File: src/rtl/fixup_pkg.sv
// Package: class and token codes for the fixup unit.
// Assumes: IEEE-style binary layout {sign, exponent, mantissa}.
package fixup_pkg;

    localparam int TOK_W  = 4;
    localparam int CAT_N  = 8;
    localparam int CAT_W  = $clog2(CAT_N);
    localparam int CTRL_W = CAT_N * TOK_W;

    typedef enum logic [2:0] {
        CAT_QNAN = 3'd0,
        CAT_SNAN = 3'd1,
        CAT_ZERO = 3'd2,
        CAT_ONE  = 3'd3,
        CAT_NINF = 3'd4,
        CAT_PINF = 3'd5,
        CAT_NEG  = 3'd6,
        CAT_POS  = 3'd7
    } fix_cat_e;

    typedef enum logic [3:0] {
        TOK_DST    = 4'h0,
        TOK_SRC    = 4'h1,
        TOK_QUIET  = 4'h2,
        TOK_INDEF  = 4'h3,
        TOK_NINF   = 4'h4,
        TOK_PINF   = 4'h5,
        TOK_SGNINF = 4'h6,
        TOK_NZERO  = 4'h7,
        TOK_PZERO  = 4'h8,
        TOK_NONE   = 4'h9,
        TOK_PONE   = 4'hA,
        TOK_HALF   = 4'hB,
        TOK_NINETY = 4'hC,
        TOK_QTURN  = 4'hD,
        TOK_PMAX   = 4'hE,
        TOK_NMAX   = 4'hF
    } fix_tok_e;

    // Fraction of pi/2 (binary64 width); narrower formats take its top bits.
    localparam logic [51:0] QTURN_FRAC52 = 52'h921FB54442D18;

endpackage

File: src/rtl/fixup_classify.sv
// Module: fixup_classify
// Applies the optional subnormal flush and sorts the source into one of
// the eight classes. Assumes EXP_W >= 2 and MAN_W >= 1.
module fixup_classify #(
    parameter int EXP_W = 11,
    parameter int MAN_W = 52,
    localparam int FP_W = 1 + EXP_W + MAN_W
) (
    input  logic [FP_W-1:0] src_raw,
    input  logic            daz_en,
    output logic [FP_W-1:0] src_eff,
    output logic [2:0]      cat,
    output logic            src_is_nan
);
    import fixup_pkg::*;

    localparam int BIAS = (1 << (EXP_W - 1)) - 1;
    localparam logic [FP_W-1:0] ONE_PAT =
        {1'b0, EXP_W'(BIAS), {MAN_W{1'b0}}};

    logic             sgn;
    logic [EXP_W-1:0] expo;
    logic [MAN_W-1:0] man;
    logic             exp_max;

    // Flush a subnormal to a zero of the same sign when requested.
    always_comb begin
        if (daz_en && (src_raw[FP_W-2 -: EXP_W] == '0) && (src_raw[MAN_W-1:0] != '0))
            src_eff = {src_raw[FP_W-1], {(FP_W-1){1'b0}}};
        else
            src_eff = src_raw;
    end

    assign sgn     = src_eff[FP_W-1];
    assign expo    = src_eff[FP_W-2 -: EXP_W];
    assign man     = src_eff[MAN_W-1:0];
    assign exp_max = &expo;

    // Pick the class; priority NaN, zero, one, infinity, signed value.
    always_comb begin
        src_is_nan = exp_max && (man != '0);
        if (src_is_nan)
            cat = man[MAN_W-1] ? CAT_QNAN : CAT_SNAN;
        else if (src_eff[FP_W-2:0] == '0)
            cat = CAT_ZERO;
        else if (src_eff == ONE_PAT)
            cat = CAT_ONE;
        else if (exp_max)
            cat = sgn ? CAT_NINF : CAT_PINF;
        else
            cat = sgn ? CAT_NEG : CAT_POS;
    end

    // Guard: NaN classes only for an all-ones exponent of the raw source.
    always_comb begin
        if (cat == CAT_QNAN || cat == CAT_SNAN)
            a_r1_nan_needs_max_exp: assert (&src_raw[FP_W-2 -: EXP_W]);
    end

    // Guard: a flushed subnormal always lands in the zero class.
    always_comb begin
        if (daz_en && src_raw[FP_W-2 -: EXP_W] == '0)
            a_r3_flush_is_zero: assert (cat == CAT_ZERO);
    end

endmodule

File: src/rtl/fixup_tok_pick.sv
// Module: fixup_tok_pick
// Slices the packed control word into per-class tokens and selects the
// token of the current class. Assumes CAT_N is a power of two.
module fixup_tok_pick #(
    parameter int TOK_W = 4,
    parameter int CAT_N = 8,
    localparam int CAT_W  = $clog2(CAT_N),
    localparam int CTRL_W = TOK_W * CAT_N
) (
    input  logic [CTRL_W-1:0] ctrl_word,
    input  logic [CAT_W-1:0]  cat,
    output logic [TOK_W-1:0]  tok
);
    logic [TOK_W-1:0] slot [CAT_N];

    // One slice per class: class k owns bits TOK_W*k+TOK_W-1 .. TOK_W*k.
    for (genvar k = 0; k < CAT_N; k++) begin : g_slot
        assign slot[k] = ctrl_word[k*TOK_W +: TOK_W];
    end

    // Select the slice addressed by the class number.
    assign tok = slot[cat];

endmodule

File: src/rtl/fixup_value_gen.sv
// Module: fixup_value_gen
// Turns a token into the replacement value. Constants are derived from
// the format widths. Assumes MAN_W <= 52 for the pi/2 fraction and MAN_W >= 6.
module fixup_value_gen #(
    parameter int EXP_W = 11,
    parameter int MAN_W = 52,
    localparam int FP_W = 1 + EXP_W + MAN_W
) (
    input  logic [3:0]      tok,
    input  logic [FP_W-1:0] dst,
    input  logic [FP_W-1:0] src_eff,
    input  logic            src_is_nan,
    output logic [FP_W-1:0] value
);
    import fixup_pkg::*;

    localparam int BIAS = (1 << (EXP_W - 1)) - 1;
    localparam logic [EXP_W-1:0] E_ONES = {EXP_W{1'b1}};
    localparam logic [EXP_W-1:0] E_BIAS = EXP_W'(BIAS);
    localparam logic [MAN_W-1:0] M_ZERO = '0;
    localparam logic [MAN_W-1:0] M_QBIT = {1'b1, {(MAN_W-1){1'b0}}};

    localparam logic [FP_W-1:0] C_PINF   = {1'b0, E_ONES, M_ZERO};
    localparam logic [FP_W-1:0] C_NINF   = {1'b1, E_ONES, M_ZERO};
    localparam logic [FP_W-1:0] C_INDEF  = {1'b1, E_ONES, M_QBIT};
    localparam logic [FP_W-1:0] C_PONE   = {1'b0, E_BIAS, M_ZERO};
    localparam logic [FP_W-1:0] C_NONE   = {1'b1, E_BIAS, M_ZERO};
    localparam logic [FP_W-1:0] C_HALF   = {1'b0, EXP_W'(BIAS - 1), M_ZERO};
    localparam logic [FP_W-1:0] C_NINETY =
        {1'b0, EXP_W'(BIAS + 6), 6'b011010, {(MAN_W-6){1'b0}}};
    localparam logic [FP_W-1:0] C_QTURN  =
        {1'b0, E_BIAS, QTURN_FRAC52[51 -: MAN_W]};
    localparam logic [FP_W-1:0] C_PMAX   =
        {1'b0, E_ONES - EXP_W'(1), {MAN_W{1'b1}}};
    localparam logic [FP_W-1:0] C_NMAX   =
        {1'b1, E_ONES - EXP_W'(1), {MAN_W{1'b1}}};

    logic [FP_W-1:0] quieted;

    // Quiet a NaN by setting the top mantissa bit; non-NaN gets the default.
    assign quieted = src_is_nan ? (src_eff | {{(FP_W-MAN_W){1'b0}}, M_QBIT})
                                : C_INDEF;

    // Map each token to its replacement value.
    always_comb begin
        unique case (fix_tok_e'(tok))
            TOK_DST:    value = dst;
            TOK_SRC:    value = src_eff;
            TOK_QUIET:  value = quieted;
            TOK_INDEF:  value = C_INDEF;
            TOK_NINF:   value = C_NINF;
            TOK_PINF:   value = C_PINF;
            TOK_SGNINF: value = src_eff[FP_W-1] ? C_NINF : C_PINF;
            TOK_NZERO:  value = {1'b1, {(FP_W-1){1'b0}}};
            TOK_PZERO:  value = '0;
            TOK_NONE:   value = C_NONE;
            TOK_PONE:   value = C_PONE;
            TOK_HALF:   value = C_HALF;
            TOK_NINETY: value = C_NINETY;
            TOK_QTURN:  value = C_QTURN;
            TOK_PMAX:   value = C_PMAX;
            TOK_NMAX:   value = C_NMAX;
            default:    value = dst;
        endcase
    end

    // Guard: a quieted NaN always carries the quiet bit.
    always_comb begin
        if (tok == TOK_QUIET)
            a_r5_quiet_bit_set: assert (value[MAN_W-1] && (&value[FP_W-2 -: EXP_W]));
    end

endmodule

File: src/rtl/fp_fixup_unit.sv
// Module: fp_fixup_unit (top)
// Classifies the source, looks up the class token in the control word,
// forms the replacement value and registers it with a valid flag.
// Assumes a synchronous active-low reset and one request per cycle.
module fp_fixup_unit #(
    parameter int EXP_W = 11,
    parameter int MAN_W = 52,
    localparam int FP_W   = 1 + EXP_W + MAN_W,
    localparam int CTRL_W = fixup_pkg::CTRL_W
) (
    input  logic              clk,
    input  logic              rst_n,
    input  logic              in_valid,
    input  logic [FP_W-1:0]   dst_in,
    input  logic [FP_W-1:0]   src_in,
    input  logic [CTRL_W-1:0] ctrl_word,
    input  logic              daz_en,
    output logic [FP_W-1:0]   res_out,
    output logic              res_valid
);
    import fixup_pkg::*;

    logic [FP_W-1:0]  src_eff;
    logic [CAT_W-1:0] cat;
    logic             src_is_nan;
    logic [TOK_W-1:0] tok;
    logic [FP_W-1:0]  res_next;

    fixup_classify #(.EXP_W(EXP_W), .MAN_W(MAN_W)) u_classify (
        .src_raw    (src_in),
        .daz_en     (daz_en),
        .src_eff    (src_eff),
        .cat        (cat),
        .src_is_nan (src_is_nan)
    );

    fixup_tok_pick #(.TOK_W(TOK_W), .CAT_N(CAT_N)) u_tok_pick (
        .ctrl_word (ctrl_word),
        .cat       (cat),
        .tok       (tok)
    );

    fixup_value_gen #(.EXP_W(EXP_W), .MAN_W(MAN_W)) u_value_gen (
        .tok        (tok),
        .dst        (dst_in),
        .src_eff    (src_eff),
        .src_is_nan (src_is_nan),
        .value      (res_next)
    );

    // Output stage: capture the result on a request, hold it otherwise.
    always_ff @(posedge clk) begin
        if (!rst_n) begin
            res_valid <= 1'b0;
            res_out   <= '0;
        end else begin
            res_valid <= in_valid;
            if (in_valid)
                res_out <= res_next;
        end
    end

    // a request produces a valid result one cycle later.
    a_r8_valid_after_req: assert property (@(posedge clk) disable iff (!rst_n)
        in_valid |=> res_valid);

    // no request, no valid result next cycle.
    a_r8_idle_no_valid: assert property (@(posedge clk) disable iff (!rst_n)
        !in_valid |=> !res_valid);

    // the result holds while no request is presented.
    a_r9_hold_when_idle: assert property (@(posedge clk) disable iff (!rst_n)
        !in_valid |=> $stable(res_out));

    // token 0 returns the destination operand of the request.
    a_r4_keep_dst: assert property (@(posedge clk) disable iff (!rst_n)
        (in_valid && tok == TOK_W'(0)) |=> (res_out == $past(dst_in)));

endmodule

File: config.mk
export PLATFORM = sky130hd
export DESIGN_NAME = fp_fixup_unit
export DESIGN_NICKNAME = d
export VERILOG_FILES = /design/src/rtl/fixup_pkg.sv /design/src/rtl/fixup_classify.sv /design/src/rtl/fixup_tok_pick.sv /design/src/rtl/fixup_value_gen.sv /design/src/rtl/fp_fixup_unit.sv
export SDC_FILE = /design/constraint.sdc
export NUM_CORES = 1
export LEC_CHECK = 0
export ABC_CLOCK_PERIOD_IN_PS = 4830
export BUFFER_PORTS_ARGS = -buffer_cell sky130_fd_sc_hd__clkbuf_2
export CAP_MARGIN = 25
export CORE_UTILIZATION = 30
export DETAILED_ROUTE_END_ITERATION = 8
export GPL_TIMING_DRIVEN = 0
export PLACE_DENSITY = 0.61
export SLEW_MARGIN = 20
export SYNTH_ARGS = -nofsm -noshare
export SYNTH_HDL_FRONTEND = slang
export SYNTH_SLANG_ARGS = --single-unit
export TNS_END_PERCENT = 10
File: constraint.sdc
create_clock -name clk -period 4.83 [get_ports clk]
set_input_delay 0.2415 -clock clk [delete_from_list [all_inputs] [get_ports clk]]
set_output_delay 0.2415 -clock clk [all_outputs]
set_load 0.01 [all_outputs]
==> out/results.txt <==
Vias post-DR - 4406
Starting Density - 31.3%
Clock tree buffer depth - 2
Post_cts resized - 0
Mapped Area - 3620 um^2
Area growth syn-to-layout - 45.2%
CTS H-tree depth - 3
Synth Area per Inst - 8.71 um^2
Static Leak - 2.29 nW
Crit path max-delay cell type - nor4_1
Final setup skew - 0 ns
Synth area leaders - dfxtp_1 36%, o221ai_1 13%, a21oi_2 8.2%, nand2_1 7.1%, a21oi_1 3.0%
Initial DRT Pass Iterations - 7
Commonest non-fill, non-tap cells in the layout - 228 x clkbuf_2, 68 x nand2_1, 65 x dfxtp_1, 52 x o221ai_1, 34 x a21oi_2
Crit-path cells - clkbuf_2 > nor4_1 > nand4_1 > or4_1 > clkbuf_2 > o2111ai_4 > buf_6 > mux2i_1 > o22ai_1 > nor4bb_1 > buf_1 > nand4_1 > clkbuf_1 > o221ai_1 > a21oi_2
Drt total wl - 14000 um
Vias in the first global route - 4368
Boundary Pins - 229
DR iter-0 viols - 324
Clock period minus worst slack - 4.34 ns
Worst skew pair latency - 0.34 ns
N_diodes - 0
Pwr per Cell Area - 315 nW/um^2
Clk sink count - 65
Slew @ Worst Pin - 0.908 ns
Largest family of logic cells by synthesized area - compound AO/OA/AOI/OAI gates
Yosys warning count - 0
Post-synthesis compound-gate area fraction - 37.9%
Post-Synth Simple-Gate Area - 16.6%
Critical Path AT - 4.56 ns
Hold WC Path Type - in -> reg
RSZ-0062 raised after global routing - no
Setup TNS - 0 ns
Port bufs - 227
Worst endpoint required time - 5.05 ns
Hold Vio Cnt, Final - 0
Slew HR - 38.9%
Commonest non-fill, non-tap cell in the layout - clkbuf_2
Antenna violations before repair - 0
Syn_nets - 579
Top_reg_cell synth - dfxtp_1
Async set-reset flop share out of synthesis - 0%
Worst VDD drop - 0.000174 V
Congestion Overflow GR - 0
Die Width - 112 um
CTS tree - yes
First-pass GRT wire length - 22500 um
Synth top area share - 36.0%
Residual DRC count - 9
Xor/xnor share of the synthesized area - 0.242%
Final worst slack - 0.490 ns
Avg Vias per Cell - 5.50
Layout cells sized above 1 - 45.4%
Core ar. - 11600 um^2
Crit-path max cell delay - 0.54 ns
Clk root buf - clkbuf_16
Post-synthesis adder-cell area fraction - 0%
DRT antenna net count - 0
Final slew viol count - 0
Post-synth EDFFs - 0
Fmax - 230 MHz
Status - finished, violations left
Multiplexer area fraction after synthesis - 3.39%
Failing checks - DRC
# rows - 39
Worst slack, placed - 0.0658 ns
Worst Setup Start Kind - primary input
Reg clk slew, reported paths - 0.06 ns
Nets - 817
Overall global routing resource usage - 22.9%
Final Cell Area - 5250 um^2
Post-synthesis cell type count - 47
Mapped Cells - 415
Count of final setup violators - 0
Cell taking the most area after synthesis - dfxtp_1
Sequential share of the synthesized area - 36.0%
Max_cap viols - 0
Post-DP Area - 4930 um^2
CTS Buf Count - 9
Yosys reg bits - 65
Die Ht - 112 um
Kind of critical path - in -> reg
Crit path max-delay family - simple AND/OR/NAND/NOR gates
Final worst path period share - 89.9%
Worst-path fanout max - 10
Gpl congestion - 0.867
Wire per inst - 17.5 um
Largest net degree at the start of global routing - 13
Setup Fix Bufs, Post-CTS - 0
CP bufs+invs - 5
Crit. End Element - flop
Hold_buf cts - 0
Die area - 12500 um^2
Hpwl dp - 11000 um
worst reg2reg max path, delay by kind of cell (launching register included):
| family | cells | cell delay, ns |
|---|---|---|
| AOI/OAI and AO/OA | 2 | 0.31 |
| DFF | 1 | 0.31 |
power breakdown:
group	internal [mW]	leakage, nW	total [mW]	switching [mW]
Combinational	0.146	1.60	0.332	0.185
Sequential	0.580	0.538	0.604	0.0240
Clock	0.455	0.157	0.717	0.262
layout make-up:
class,instances,area [um^2]
clock buffer,10,229
clock inverter,6,91.3
timing repair buffer,227,1140
buffer,37,194
tap,143,179
inverter,5,18.8
multi-input combinational,308,2100
fill,1165,6310
sequential,65,1300
metal layers:
metal / wire (um) / GRT usage, %
met3: 943 / 4.63
met5: 0 / 0
met1: 6070 / 29.7
met4: 273 / 8.74
met2: 6730 / 37.1
logic make-up (layout without fill, tap and decap cells):
family,Yosys count,count (layout)
and+or+nand+nor,130,130
AOI/OAI and AO/OA,165,165
buffers and inverters,42,285
DFF,65,65
xor gates and xnor gates,1,1
muxes,12,12
per-stage QoR:
stage               instances  power, mW  hold slack (ns)  utilization, %
global route              801       1.72            0.141            45.4
floorplan                 415      0.782            0.377               -
detailed placement        785      0.946            0.442            42.6
finish                    801       1.65            0.136            45.4
CTS                       801       1.66            0.132            45.4
global placement          785      0.940            0.444            42.6
synthesized netlist by cell type (2+ instances only):
| cell type | instances |
|---|---|
| a211o_1 | 3 |
| a21o_1 | 3 |
| a21oi_1 | 22 |
| a21oi_2 | 34 |
| a221oi_1 | 2 |
| a22o_1 | 8 |
| a22oi_1 | 2 |
| a31oi_1 | 2 |
| and2_1 | 2 |
| and3_1 | 2 |
| buf_2 | 7 |
| buf_6 | 6 |
| clkbuf_1 | 22 |
| dfxtp_1 | 65 |
| inv_1 | 5 |
| mux2_2 | 2 |
| mux2i_1 | 10 |
| nand2_1 | 68 |
| nand3_1 | 8 |
| nand4_1 | 5 |
| nor2_1 | 14 |
| nor3_1 | 6 |
| nor4_1 | 17 |
| o2111ai_1 | 2 |
| o211a_1 | 4 |
| o211ai_2 | 2 |
| o21ai_0 | 7 |
| o221ai_1 | 52 |
| o22ai_1 | 5 |
| o32a_1 | 7 |
| o41ai_1 | 2 |
| or2_2 | 2 |
| or4_1 | 3 |
registers in the layout, summed over array words and instances (netlist names):
signal	cells
res_out	64
res_valid	1
final timing paths:
check,from,to,slack (ns),cells past startpoint
min,src_in[24],res_out[24],0.14,3
max,src_in[1],res_out[29],0.49,15
max reg2reg,res_out[29],res_out[29],4.09,2
min reg2reg,res_out[52],res_out[52],0.45,2
Power figures use the tool's default switching activity.
